### config.mk
export PLATFORM = sky130hd
export DESIGN_NAME = rtc_port_clock
export DESIGN_NICKNAME = d
export VERILOG_FILES = /design/src/rtl/rtc_pkg.sv /design/src/rtl/rtc_prescale.sv /design/src/rtl/rtc_calendar.sv /design/src/rtl/rtc_port_clock.sv
export SDC_FILE = /design/constraint.sdc
export NUM_CORES = 1
export LEC_CHECK = 0
export CORE_ASPECT_RATIO = 0.8
export CORE_MARGIN = 2
export CORE_UTILIZATION = 52
export CTS_CLUSTER_DIAMETER = 60
export DETAILED_ROUTE_END_ITERATION = 8
export DONT_BUFFER_PORTS = 1
export PLACE_DENSITY = 0.76
export SLEW_MARGIN = 20
export SYNTH_ARGS = -nofsm -noshare
export SYNTH_HDL_FRONTEND = slang
export SYNTH_SLANG_ARGS = --single-unit
### constraint.sdc
create_clock -name clk -period 14.41 [get_ports clk]
set_clock_uncertainty 0.2 [all_clocks]
set_input_delay 2.1615 -clock clk [delete_from_list [all_inputs] [get_ports clk]]
set_output_delay 2.1615 -clock clk [all_outputs]
set_load 0.1 [all_outputs]
### src/rtl/rtc_pkg.sv
package rtc_pkg;
  localparam int NFIELD = 6;
  // selector codes of the six fields, index 0 = seconds
  localparam logic [NFIELD-1:0][7:0] FIELD_IDX =
    {8'h09, 8'h08, 8'h07, 8'h04, 8'h02, 8'h00};
  localparam logic [7:0] IDX_STA  = 8'h0A;
  localparam logic [7:0] IDX_STB  = 8'h0B;
  localparam logic [7:0] IDX_SHUT = 8'h0F;
  localparam int MODE_BIT = 2;
  localparam int UIP_BIT  = 7;

  // stored byte -> binary value
  function automatic logic [6:0] fld_to_bin(input logic [7:0] v, input logic bin);
    if (bin) return v[6:0];
    return ({3'b000, v[7:4]} * 7'd10) + {3'b000, v[3:0]};
  endfunction

  // binary value -> stored byte
  function automatic logic [7:0] bin_to_fld(input logic [6:0] b, input logic bin);
    logic [3:0] tens, ones;
    if (bin) return {1'b0, b};
    tens = 4'(b / 7'd10);
    ones = 4'(b - 7'(tens) * 7'd10);
    return {tens, ones};
  endfunction

  function automatic logic [6:0] month_len(input logic [6:0] mon, input logic [6:0] yr);
    case (mon)
      7'd2:                     return (yr[1:0] == 2'b00) ? 7'd29 : 7'd28;
      7'd4, 7'd6, 7'd9, 7'd11:  return 7'd30;
      default:                  return 7'd31;
    endcase
  endfunction

  // {wrapped, next byte}
  function automatic logic [8:0] wrap_inc(input logic [7:0] v, input logic bin,
                                          input logic [6:0] top, input logic [6:0] floor);
    logic [6:0] b;
    b = fld_to_bin(v, bin);
    if (b >= top) return {1'b1, bin_to_fld(floor, bin)};
    return {1'b0, bin_to_fld(b + 7'd1, bin)};
  endfunction
endpackage

### src/rtl/rtc_prescale.sv
module rtc_prescale #(
  parameter int unsigned CYC_PER_SEC = 32768,
  parameter int unsigned UIP_CYCLES  = 64
) (
  input  logic clk,
  input  logic rst_n,
  output logic tick,
  output logic uip
);
  localparam int CW = (CYC_PER_SEC > 2) ? $clog2(CYC_PER_SEC) : 2;
  localparam logic [CW-1:0] LAST = CW'(CYC_PER_SEC - 1);
  localparam logic [CW-1:0] BUSY_FROM = CW'(CYC_PER_SEC - UIP_CYCLES);

  logic [CW-1:0] cnt_q;

  assign tick = (cnt_q == LAST);
  assign uip  = (cnt_q >= BUSY_FROM);

  always_ff @(posedge clk) begin
    if (!rst_n)    cnt_q <= '0;
    else if (tick) cnt_q <= '0;
    else           cnt_q <= cnt_q + 1'b1;
  end
endmodule

### src/rtl/rtc_calendar.sv
module rtc_calendar import rtc_pkg::*; (
  input  logic                    clk,
  input  logic                    rst_n,
  input  logic                    tick,
  input  logic                    bin_mode,
  input  logic [NFIELD-1:0]       fld_we,
  input  logic [7:0]              wdata,
  output logic [NFIELD-1:0][7:0]  fld_q,
  output logic [NFIELD:0]         carry
);
  localparam logic [NFIELD-1:0][7:0] RST_VAL =
    {8'h00, 8'h01, 8'h01, 8'h00, 8'h00, 8'h00};
  localparam logic [NFIELD-1:0][6:0] FLOOR =
    {7'd0, 7'd1, 7'd1, 7'd0, 7'd0, 7'd0};

  logic [NFIELD-1:0][6:0] lim;
  logic [NFIELD-1:0][8:0] stp;
  logic [6:0] dlen;

  always_comb begin
    dlen = month_len(fld_to_bin(fld_q[4], bin_mode), fld_to_bin(fld_q[5], bin_mode));
    lim  = {7'd99, 7'd12, dlen, 7'd23, 7'd59, 7'd59};
    carry[0] = tick;
    for (int i = 0; i < NFIELD; i++) begin
      stp[i] = wrap_inc(fld_q[i], bin_mode, lim[i], FLOOR[i]);
      carry[i+1] = carry[i] & stp[i][8];
    end
  end

  for (genvar g = 0; g < NFIELD; g++) begin : g_fld
    always_ff @(posedge clk) begin
      if (!rst_n)        fld_q[g] <= RST_VAL[g];
      else if (fld_we[g]) fld_q[g] <= wdata;
      else if (carry[g])  fld_q[g] <= stp[g][7:0];
    end
  end
endmodule

### src/rtl/rtc_port_clock.sv
module rtc_port_clock import rtc_pkg::*; #(
  parameter logic [7:0]  INDEX_PORT  = 8'h70,
  parameter logic [7:0]  DATA_PORT   = 8'h71,
  parameter int unsigned CYC_PER_SEC = 32768,
  parameter int unsigned UIP_CYCLES  = 64
) (
  input  logic       clk,
  input  logic       rst_n,
  input  logic       io_wr,
  input  logic [7:0] io_addr,
  input  logic [7:0] io_wdata,
  output logic [7:0] io_rdata
);
  logic [7:0] idx_q;
  logic       data_sel, idx_wr, data_wr;
  logic       tick, uip;
  logic       bin_mode, mode_we;
  logic [7:0] shut_q;
  logic       shut_we;
  logic [NFIELD-1:0]      fld_we;
  logic [NFIELD-1:0][7:0] fld_q;
  logic [NFIELD:0]        carry;
  logic [7:0] rd_val;

  assign data_sel = (io_addr == DATA_PORT);
  assign idx_wr   = io_wr && (io_addr == INDEX_PORT);
  assign data_wr  = io_wr && data_sel;
  assign mode_we  = data_wr && (idx_q == IDX_STB);
  assign shut_we  = data_wr && (idx_q == IDX_SHUT);

  for (genvar g = 0; g < NFIELD; g++) begin : g_we
    assign fld_we[g] = data_wr && (idx_q == FIELD_IDX[g]);
  end

  rtc_prescale #(.CYC_PER_SEC(CYC_PER_SEC), .UIP_CYCLES(UIP_CYCLES)) u_pre (
    .clk(clk), .rst_n(rst_n), .tick(tick), .uip(uip));

  rtc_calendar u_cal (
    .clk(clk), .rst_n(rst_n), .tick(tick), .bin_mode(bin_mode),
    .fld_we(fld_we), .wdata(io_wdata), .fld_q(fld_q), .carry(carry));

  always_ff @(posedge clk) begin
    if (!rst_n) begin
      idx_q    <= '0;
      bin_mode <= 1'b0;
      shut_q   <= '0;
    end else begin
      if (idx_wr)  idx_q    <= io_wdata;
      if (mode_we) bin_mode <= io_wdata[MODE_BIT];
      if (shut_we) shut_q   <= io_wdata;
    end
  end

  always_comb begin
    rd_val = '0;
    for (int i = 0; i < NFIELD; i++)
      if (idx_q == FIELD_IDX[i]) rd_val = fld_q[i];
    case (idx_q)
      IDX_STA:  rd_val = {uip, 7'b0};
      IDX_STB:  rd_val = 8'(bin_mode) << MODE_BIT;
      IDX_SHUT: rd_val = shut_q;
      default:  ;
    endcase
  end

  assign io_rdata = data_sel ? rd_val : 8'h00;
endmodule

# After elaboration in Yosys (flattened, before gate mapping)
# Index checks and enable logic that the tools add are counted.
[op_classes] n_lt_le_gt_ge=7 div=6 mul=12 muxes=85 n_reduce_logical=20 n_eq_ne=16 add_sub_neg=19 n_bitwise=6
[op_table] op="two-way mux 8 bit" count=41
[op_table] op="two-way mux 9 bit" count=10
[op_table] op="two-way mux 7 bit" count=12
[op_table] op="adder 7 x 1 -> 7 bit (second input constant)" count=6
[op_table] op="adder 7 x 4 -> 7 bit" count=6
[op_table] op="divider 7 x 4 -> 7 bit (second input constant)" count=6
[op_table] op="== test 8 x 4 -> 1 bit (second input constant)" count=5
[op_table] op="multiplier 4 x 3 -> 6 bit (second input constant)" count=6
[op_table] op="multiplier 4 x 3 -> 3 bit (second input constant)" count=6
[op_table] op="case mux 8 bit (3 select lines)" count=1
[op_table] op="subtractor 4 bit" count=6
[op_table] op="two-way mux 1 bit" count=20
[op_table] op="== test 8 x 3 -> 1 bit (second input constant)" count=2
[op_table] op="== test 8 x 7 -> 1 bit (second input constant)" count=2
[op_table] op="adder 15 x 1 -> 15 bit (second input constant)" count=1
[op_table] op="== test 15 bit (second input constant)" count=1
[op_table] op="greater-or-equal comparator 15 bit (second input constant)" count=1
[op_table] op="== test 7 x 3 -> 1 bit (second input constant)" count=2
[op_table] op="== test 7 x 4 -> 1 bit (second input constant)" count=2
[op_table] op="greater-or-equal comparator 7 x 6 -> 1 bit (second input constant)" count=2
[op_table] op="case mux 7 bit (2 select lines)" count=1
[op_table] op="nonzero test 2 bit" count=6
[op_table] op="logical AND 1 bit" count=10
[op_table] op="== test 8 x 2 -> 1 bit (second input constant)" count=1
[op_table] op="other kinds (11)" count=15
[totals] wordCells=181 input_bits=19 register_bits=80

# Longest topological paths before layout
# Gate-level depths: netlist (run 1).
[logic_depth] ltp_word=16 ltp_mapped=30 mapped_depth_nobuf=27

# Cells and area by module
# A second synthesis (run 1) with hierarchy kept.
[unflattened] cells_unflattened=1382 area_unflattened_um2=10453.8
[modules_own_cells] module="rtc_calendar" cells_per_inst=1103 seq_area_each_um2=960.9 area_each_um2=8216.6 instances=1
[modules_own_cells] module="rtc_port_clock" cells_per_inst=202 seq_area_each_um2=340.3 area_each_um2=1527.7 instances=1
[modules_own_cells] module="rtc_prescale" cells_per_inst=77 seq_area_each_um2=300.3 area_each_um2=709.4 instances=1

# Worst setup path before layout (run 1)
# OpenSTA, ideal clock, no wires.
[synth_path] path_kind="input to output" startpoint="input io_addr[7]" endpoint="output io_rdata[6]" t_required_ps=12048 setup_slack_ps=7087 arrival_time_ps=4961 stages=4 path_buffers=0 path_cell_list="nand4b_1 > nor2_1 > nand3_1 > a211oi_1"
[synth_between] elab_chain_len=2
[synth_rtl] element="start, declared" line_no="rtc_port_clock.sv:10" rtl="input logic [7:0] io_addr,"
[synth_rtl] element="== test 8 x 7 -> 1 bit" line_no="rtc_port_clock.sv:25" rtl="assign data_sel = (io_addr == DATA_PORT);"
[synth_rtl] element="two-way mux 8 bit" line_no="rtc_port_clock.sv:66" rtl="assign io_rdata = data_sel ? rd_val : 8'h00;"
[synth_rtl] element="end, declared" line_no="rtc_port_clock.sv:12" rtl="output logic [7:0] io_rdata"
# No other way between the ends.

# Worst setup path in the final report (run 1)
# Same ends and word-level chain as after synthesis.

==> results of run 1 <==
-- worst max-delay path by stage --
stage | start | depth (start not counted) | endpoint | slack, ns
6_report | io_addr[7] | 4 | io_rdata[6] | 7.81
5_1_grt | bin_mode | 25 | u_cal.fld_q[3] | 7.37
4_1_cts | io_addr[7] | 4 | io_rdata[6] | 7.85
3_5_place_dp | io_addr[7] | 4 | io_rdata[6] | 7.85
3_3_place_gp | io_addr[7] | 4 | io_rdata[6] | 7.89
2_1_floorplan | io_addr[7] | 4 | io_rdata[6] | 7.09
-- cells by family (layout without fill, tap and decap cells) --
family                   after synthesis  in the layout  share of synthesized area, %
adder cells (fa/ha/maj)               99             99                         13.65
AO/OA/AOI/OAI                        370            370                         25.28
buffers and inverters                121             69                         5.265
multiplexers                          48             48                         4.966
flip-flops                            80             80                         15.97
AND/OR/NAND/NOR                      581            581                         28.77
XOR/XNOR                              69             69                         6.101
-- worst reg2reg max path: stages (launching register included) --
cell and delay, ns:
dfxtp_4 0.76, buf_4 0.68, mux2_2 0.51, ha_1 0.24
and4_1 0.22, a311o_1 0.28, or3_1 0.31, o311a_1 0.15
or2_1 0.29, nor3_1 0.23, a22o_1 0.26, ha_1 0.25
nand2_1 0.10, nand2_1 0.08, nor3_1 0.17, a32o_1 0.17
nor4_2 0.06, nand2_1 0.12, ha_1 0.15, inv_1 0.04
fa_1 0.37, xnor2_1 0.21, nand4_1 0.11, a21boi_1 0.19
xnor2_1 0.13, o22ai_1 0.09
-- report_power, final --
part	leakage (nW)	internal (mW)	switching [mW]
Sequential	0.646	0.222	0.000884
Clock	0.153	0.140	0.0988
Combinational	3.27	0.00204	0.00509
-- routing by layer --
metal  up-vias  GRT usage [%]  routed length [um]  share of wire [%]
li1       4937              -                   -                  -
met1      4747          39.23               12850                 46
met2       476          41.61               11860                 42
met3        65          4.270                2496                8.9
met4         0          8.235                 729                2.6
met5         -              0                   0                  0
-- state kept, by name, summed over array words and instances (netlist names) --
signal	cells
shut_q	8
bin_mode	1
idx_q	8
u_pre.cnt_q	15
u_cal.fld_q	48
-- cells in the final DEF, fill, tap and decap left out, types with 8 or more instances in the layout --
cell type  Yosys  layout
and3_1        26      26
or3_1         15      15
dfxtp_1       80      79
o21a_1        10      10
mux2_2        14      14
and4_1         9       9
a32oi_1       10      10
nor2_1       112     112
a211oi_1      18      16
fa_1          18      18
a221oi_1      10      10
a31oi_1       31      31
a21oi_1       91      86
o21ai_0       58      58
inv_1         46      46
nor2b_1       17      17
clkbuf_16      0       9
o22ai_1       10      10
nand3_1       80      80
and2_1        13      13
nand4_1       15      15
nand2b_1      15      15
o211ai_1      15      15
a22oi_1       19      19
mux2i_1       34      34
ha_1          79      79
nand2_1      184     184
nor3_1        44      43
xnor2_1       45      45
xor2_1        23      23
a21o_1         8       8
-- cell type report --
type                    instances  area (um^2)
multi-input cells            1167         7955
inverters                      47        176.4
clock inverters                 6        66.31
repair buffers                  6        65.06
flip-flops and latches         80         1605
clock buffers                  10        239.0
fillers                      1760         8488
well taps                     258        322.8
==> flow_metrics.env, run 1 <==
export IMPL_outcome="finished clean"
export IMPL_grt_pass1_wl_um=46350
export IMPL_holdPathEnd="shut_q[1]"
export IMPL_reg2reg_from="bin_mode"
export IMPL_ys_seq_area_share_pct=15.97
export IMPL_post_cts_buffers=0
export IMPL_post_place_ws_ns=7.849
export IMPL_crit_chain="nand4b_1, nor2_1, nand3_1, a211oi_4"
export IMPL_cts_resized=0
export IMPL_drc_errors=0
export IMPL_ioPinCount=27
export IMPL_layout_min_cycle_time_ns=6.598
export IMPL_synth_top_area_share_pct=15.97
export IMPL_setup_tns_ns=0
export IMPL_drv_slew=0
export IMPL_synth_area_per_cell_um2=7.331
export IMPL_ys_types=98
export IMPL_dp_cells=1558
export IMPL_post_route_period_util_pct=45.78
export IMPL_async_reset_ff_share_pct=0
export IMPL_r2r_slack_ns=7.89
export IMPL_initial_core_util_pct=53.01
export IMPL_placed_area_um2=10120
export IMPL_syn_instance_count=1368
export IMPL_grt_use_total_pct=27.15
export IMPL_hold_viol=0
export IMPL_drt_wl_total_um=27930
export IMPL_h_tree_depth=3
export IMPL_finalPower_mw=0.4680
export IMPL_whs_ns=0.2531
export IMPL_overflow=0
export IMPL_routabilityCongestion=0.8921
export IMPL_fp_dieArea_um2=20420
export IMPL_cp_data_required_time_ns=12.05
export IMPL_critPathKind="in -> out"
export IMPL_whs_path_depth=2
export IMPL_num_antenna_cells=0
export IMPL_cts_buffers=9
export IMPL_finish_net_count=1427
export IMPL_antenna_found_initial=0
export IMPL_ir_drop_mv=0.05508
export IMPL_clock_fmax_ghz=0.1516
export IMPL_die_h_um=128.2
export IMPL_netlist_top_cell_by_area="dfxtp_1"
export IMPL_hold_start="shut_q[1]"
export IMPL_startpoint_type="primary input"
export IMPL_post_drt_wl_per_cell_um=17.74
export IMPL_crit_family="compound AO/OA/AOI/OAI gates"
export IMPL_cts_sinks=80
export IMPL_crit_buf_inv=0
export IMPL_port_buffers=0
export IMPL_insertion_delay_ns=0.35
export IMPL_clockBufferDepth=2
export IMPL_ys_flop_type="dfxtp_1"
export IMPL_grt_pass1_vias=9095
export IMPL_clk_pin_slew_worst_paths_ns=0.06
export IMPL_crit_fanout=8
export IMPL_rows=45
export IMPL_drtIter0Drc=1310
export IMPL_worst_setup_path_end_kind="output port"
export IMPL_reg2regPathDepth=25
export IMPL_hold_buffers=0
export IMPL_synth_seq_cells=80
export IMPL_arrival_ns=4.24
export IMPL_yosys_warnings=0
export IMPL_p_leak_nw=4.073
export IMPL_drv_cap=0
export IMPL_syn_nets=1484
export IMPL_drtAntennaViolNets=0
export IMPL_cts_tree="built"
export IMPL_synthTopCellsByArea="dfxtp_1, ha_1, nand2_1"
export IMPL_slowest_stage="a211oi_4"
export IMPL_dpl_hpwl_um=20500
export IMPL_drt_first_pass_iters=6
export IMPL_worstHoldPathType="reg -> reg"
export IMPL_synth_area_um2=10030
export IMPL_grt_max_degree=69
export IMPL_drive_gt1_share_pct=5.775
export IMPL_timing_rr_end="u_cal.fld_q[3]"
export IMPL_grt_setup_unrepaired="false"
export IMPL_maxSlewHeadroom_pct=21.53
export IMPL_synth_common_cells="nand2_1, nor2_1, a21oi_1, dfxtp_1, nand3_1"
export IMPL_instances_no_fill=1574
export IMPL_vias=10230
export IMPL_die_w_um=159.3
export IMPL_coreArea_um2=18920
export IMPL_power_density_nw_per_um2=44.87
export IMPL_setup_violations=0
export IMPL_routed_via_density=6.496
export IMPL_worst_pin_slew_ns=1.178
export IMPL_fin_ws_ns=7.813
export IMPL_syn_to_final_growth_pct=4.005
export IMPL_slowest_delay_ns=1.08
export IMPL_yosysMostFrequentCell="nand2_1"
export IMPL_root_buffer="clkbuf_16"
export IMPL_utilization_pct=55.13
export IMPL_synth_edff_count=0
export IMPL_postLayoutCellArea_um2=10430
Note: power is estimated with default switching activity, not from simulation.
==> run 2, diff against run 1 <==
==> constraint.sdc (replaced) <==
create_clock -name clk -period 6.85 [get_ports clk]
set_clock_uncertainty 0.2 [all_clocks]
set_input_delay 1.0275 -clock clk [delete_from_list [all_inputs] [get_ports clk]]
set_output_delay 1.0275 -clock clk [all_outputs]
set_load 0.1 [all_outputs]
==> run 2 against run 1 <==
  * Non-clock buffer count up 8
  * Via count is 0.40% higher
  * Worst hold slack better by 0.0018 ns
  * Flip-flop and latch count unchanged
  * Design area up 0.37%
  * Sequential power increased by 110%
  * Combinational power grew 110%
  * Clock-buffer cell count is 1 higher
  * Final cell count is 0.51% higher
  * Sequential share of layout area is 0.057 points lower
  * Wire length increased by 0.47%
  * Register-to-register slack got worse by 7.3 ns
  * Largest cell class unchanged
  * Highest routed layer unchanged
==> flow_metrics.env, run 2 (synthesis gave the netlist of run 1 again) <==
export IMPL_overflow=0
export IMPL_setup_violations=0
export IMPL_coreArea_um2=18920
export IMPL_clockBufferDepth=2
export IMPL_reg_top3="u_cal.fld_q: 48 flops, u_pre.cnt_q: 15 flops"
export IMPL_post_route_period_util_pct=91.03
export IMPL_drv_slew=0
export IMPL_post_place_ws_ns=0.7080
export IMPL_startpoint_type="flop"
export IMPL_final_common_cell="nand2_1"
export IMPL_antenna_found_initial=0
export IMPL_post_drt_wl_per_cell_um=17.74
export IMPL_insertion_delay_ns=0.35
export IMPL_routed_via_density=6.489
export IMPL_drv_cap=0
export IMPL_setup_tns_ns=0
export IMPL_drt_first_pass_iters=5
export IMPL_grt_pass1_wl_um=46380
export IMPL_syn_to_final_growth_pct=4.392
export IMPL_p_leak_nw=4.089
export IMPL_clock_fmax_ghz=0.1604
export IMPL_maxSlewHeadroom_pct=23.52
export IMPL_dp_cells=1566
export IMPL_worst_pin_slew_ns=1.143
export IMPL_drive_gt1_share_pct=6.193
export IMPL_dpl_hpwl_um=20890
export IMPL_outcome="finished clean"
export IMPL_vias=10270
export IMPL_finish_net_count=1435
export IMPL_root_buffer="clkbuf_16"
export IMPL_rows=45
export IMPL_routabilityCongestion=0.9505
export IMPL_grt_max_degree=44
export IMPL_h_tree_depth=3
export IMPL_postLayoutCellArea_um2=10470
export IMPL_hold_viol=0
export IMPL_arrival_ns=6.32
export IMPL_fp_dieArea_um2=20420
export IMPL_fin_ws_ns=0.6148
export IMPL_die_w_um=159.3
export IMPL_cts_buffers=9
export IMPL_cts_tree="built"
export IMPL_num_antenna_cells=0
export IMPL_crit_fanout=10
export IMPL_instances_no_fill=1582
export IMPL_die_h_um=128.2
export IMPL_drt_wl_total_um=28060
export IMPL_cts_sinks=80
export IMPL_hold_buffers=0
export IMPL_cp_data_required_time_ns=6.93
export IMPL_layout_min_cycle_time_ns=6.235
export IMPL_port_buffers=0
export IMPL_clk_pin_slew_worst_paths_ns=0.06
export IMPL_largest_register_ffs=48
export IMPL_post_cts_buffers=0
export IMPL_multi_input_area_um2=7973
export IMPL_placed_area_um2=10200
export IMPL_drtAntennaViolNets=0
export IMPL_power_density_nw_per_um2=88.92
export IMPL_worst_setup_path_end_kind="flop"
export IMPL_grt_pass1_vias=9052
export IMPL_initial_core_util_pct=53.01
export IMPL_cts_resized=0
export IMPL_grt_use_total_pct=27.28
export IMPL_drc_errors=0
export IMPL_worstHoldPathType="reg -> reg"
export IMPL_regMostFlops="u_cal.fld_q"
export IMPL_critPathKind="reg -> reg"
export IMPL_grt_setup_unrepaired="false"
export IMPL_ir_drop_mv=0.1139
export IMPL_seqCellArea_um2=1605
export IMPL_final_cell_mix="nand2_1, nor2_1, a21oi_1"
export IMPL_final_fill_count=1797
export IMPL_finalPower_mw=0.9309
export IMPL_drtIter0Drc=1219
export IMPL_ioPinCount=27
[run 2: path summary, 6_finish.rpt]
path / startpoint / cells after the start / slack [ns] / endpoint
setup / recovery: u_cal.fld_q[13] / 25 / 0.61 / u_cal.fld_q[11]
hold / removal: shut_q[7] / 2 / 0.25 / shut_q[7]
setup reg to reg: u_cal.fld_q[13] / 25 / 0.61 / u_cal.fld_q[11]
hold reg to reg: shut_q[7] / 2 / 0.25 / shut_q[7]
[run 2: metal layers]
metal / wire (um) / share of wire, % / GRT usage, %
met1: 13080 / 47 / 39.24
met2: 11910 / 42 / 42.61
met3: 2307 / 8.2 / 3.720
met4: 762 / 2.7 / 7.914
met5: 0 / 0 / 0
[run 2: area by class of cell]
class,instances,share of cell area [%]
clock buffers,11,2.223
multi-input cells,1167,76.16
inverters,47,1.685
well taps,258,3.084
clock inverters,5,0.3227
repair buffers,14,1.195
flip-flops and latches,80,15.33
[run 2: stage by stage]
stage	hold slack [ns]	util (%)
final	0.2548	55.34
after global routing	0.2721	55.34
after CTS	0.2545	55.32
after detailed placement	0.2451	53.92
after global placement	0.2399	53.80
after floorplan	0.2286	-
[run 2: worst max-delay path, stage by stage (launching register included)]
cell       delay, ns
dfxtp_1         0.57
ha_1            0.31
ha_1            0.21
fa_1            0.38
xnor2_1         0.42
a2111oi_1       0.13
nor3_1          0.40
o22ai_1         0.16
a211oi_2        0.43
nor2b_1         0.26
o211ai_1        0.10
o21ai_0         0.09
and2_1          0.22
ha_1            0.25
nand3_1         0.12
a311oi_1        0.06
a21oi_1         0.15
o22ai_1         0.12
nor3_4          0.21
ha_1            0.19
inv_1           0.05
fa_1            0.37
xor2_1          0.30
nand3_1         0.12
mux2_2          0.30
nand3_1         0.07
[run 2: power breakdown]
group | total [mW] | switching (mW) | internal, mW
clock | 0.448 | 0.202 | 0.246
sequential | 0.468 | 0.00189 | 0.466
combinational | 0.0150 | 0.0108 | 0.00425
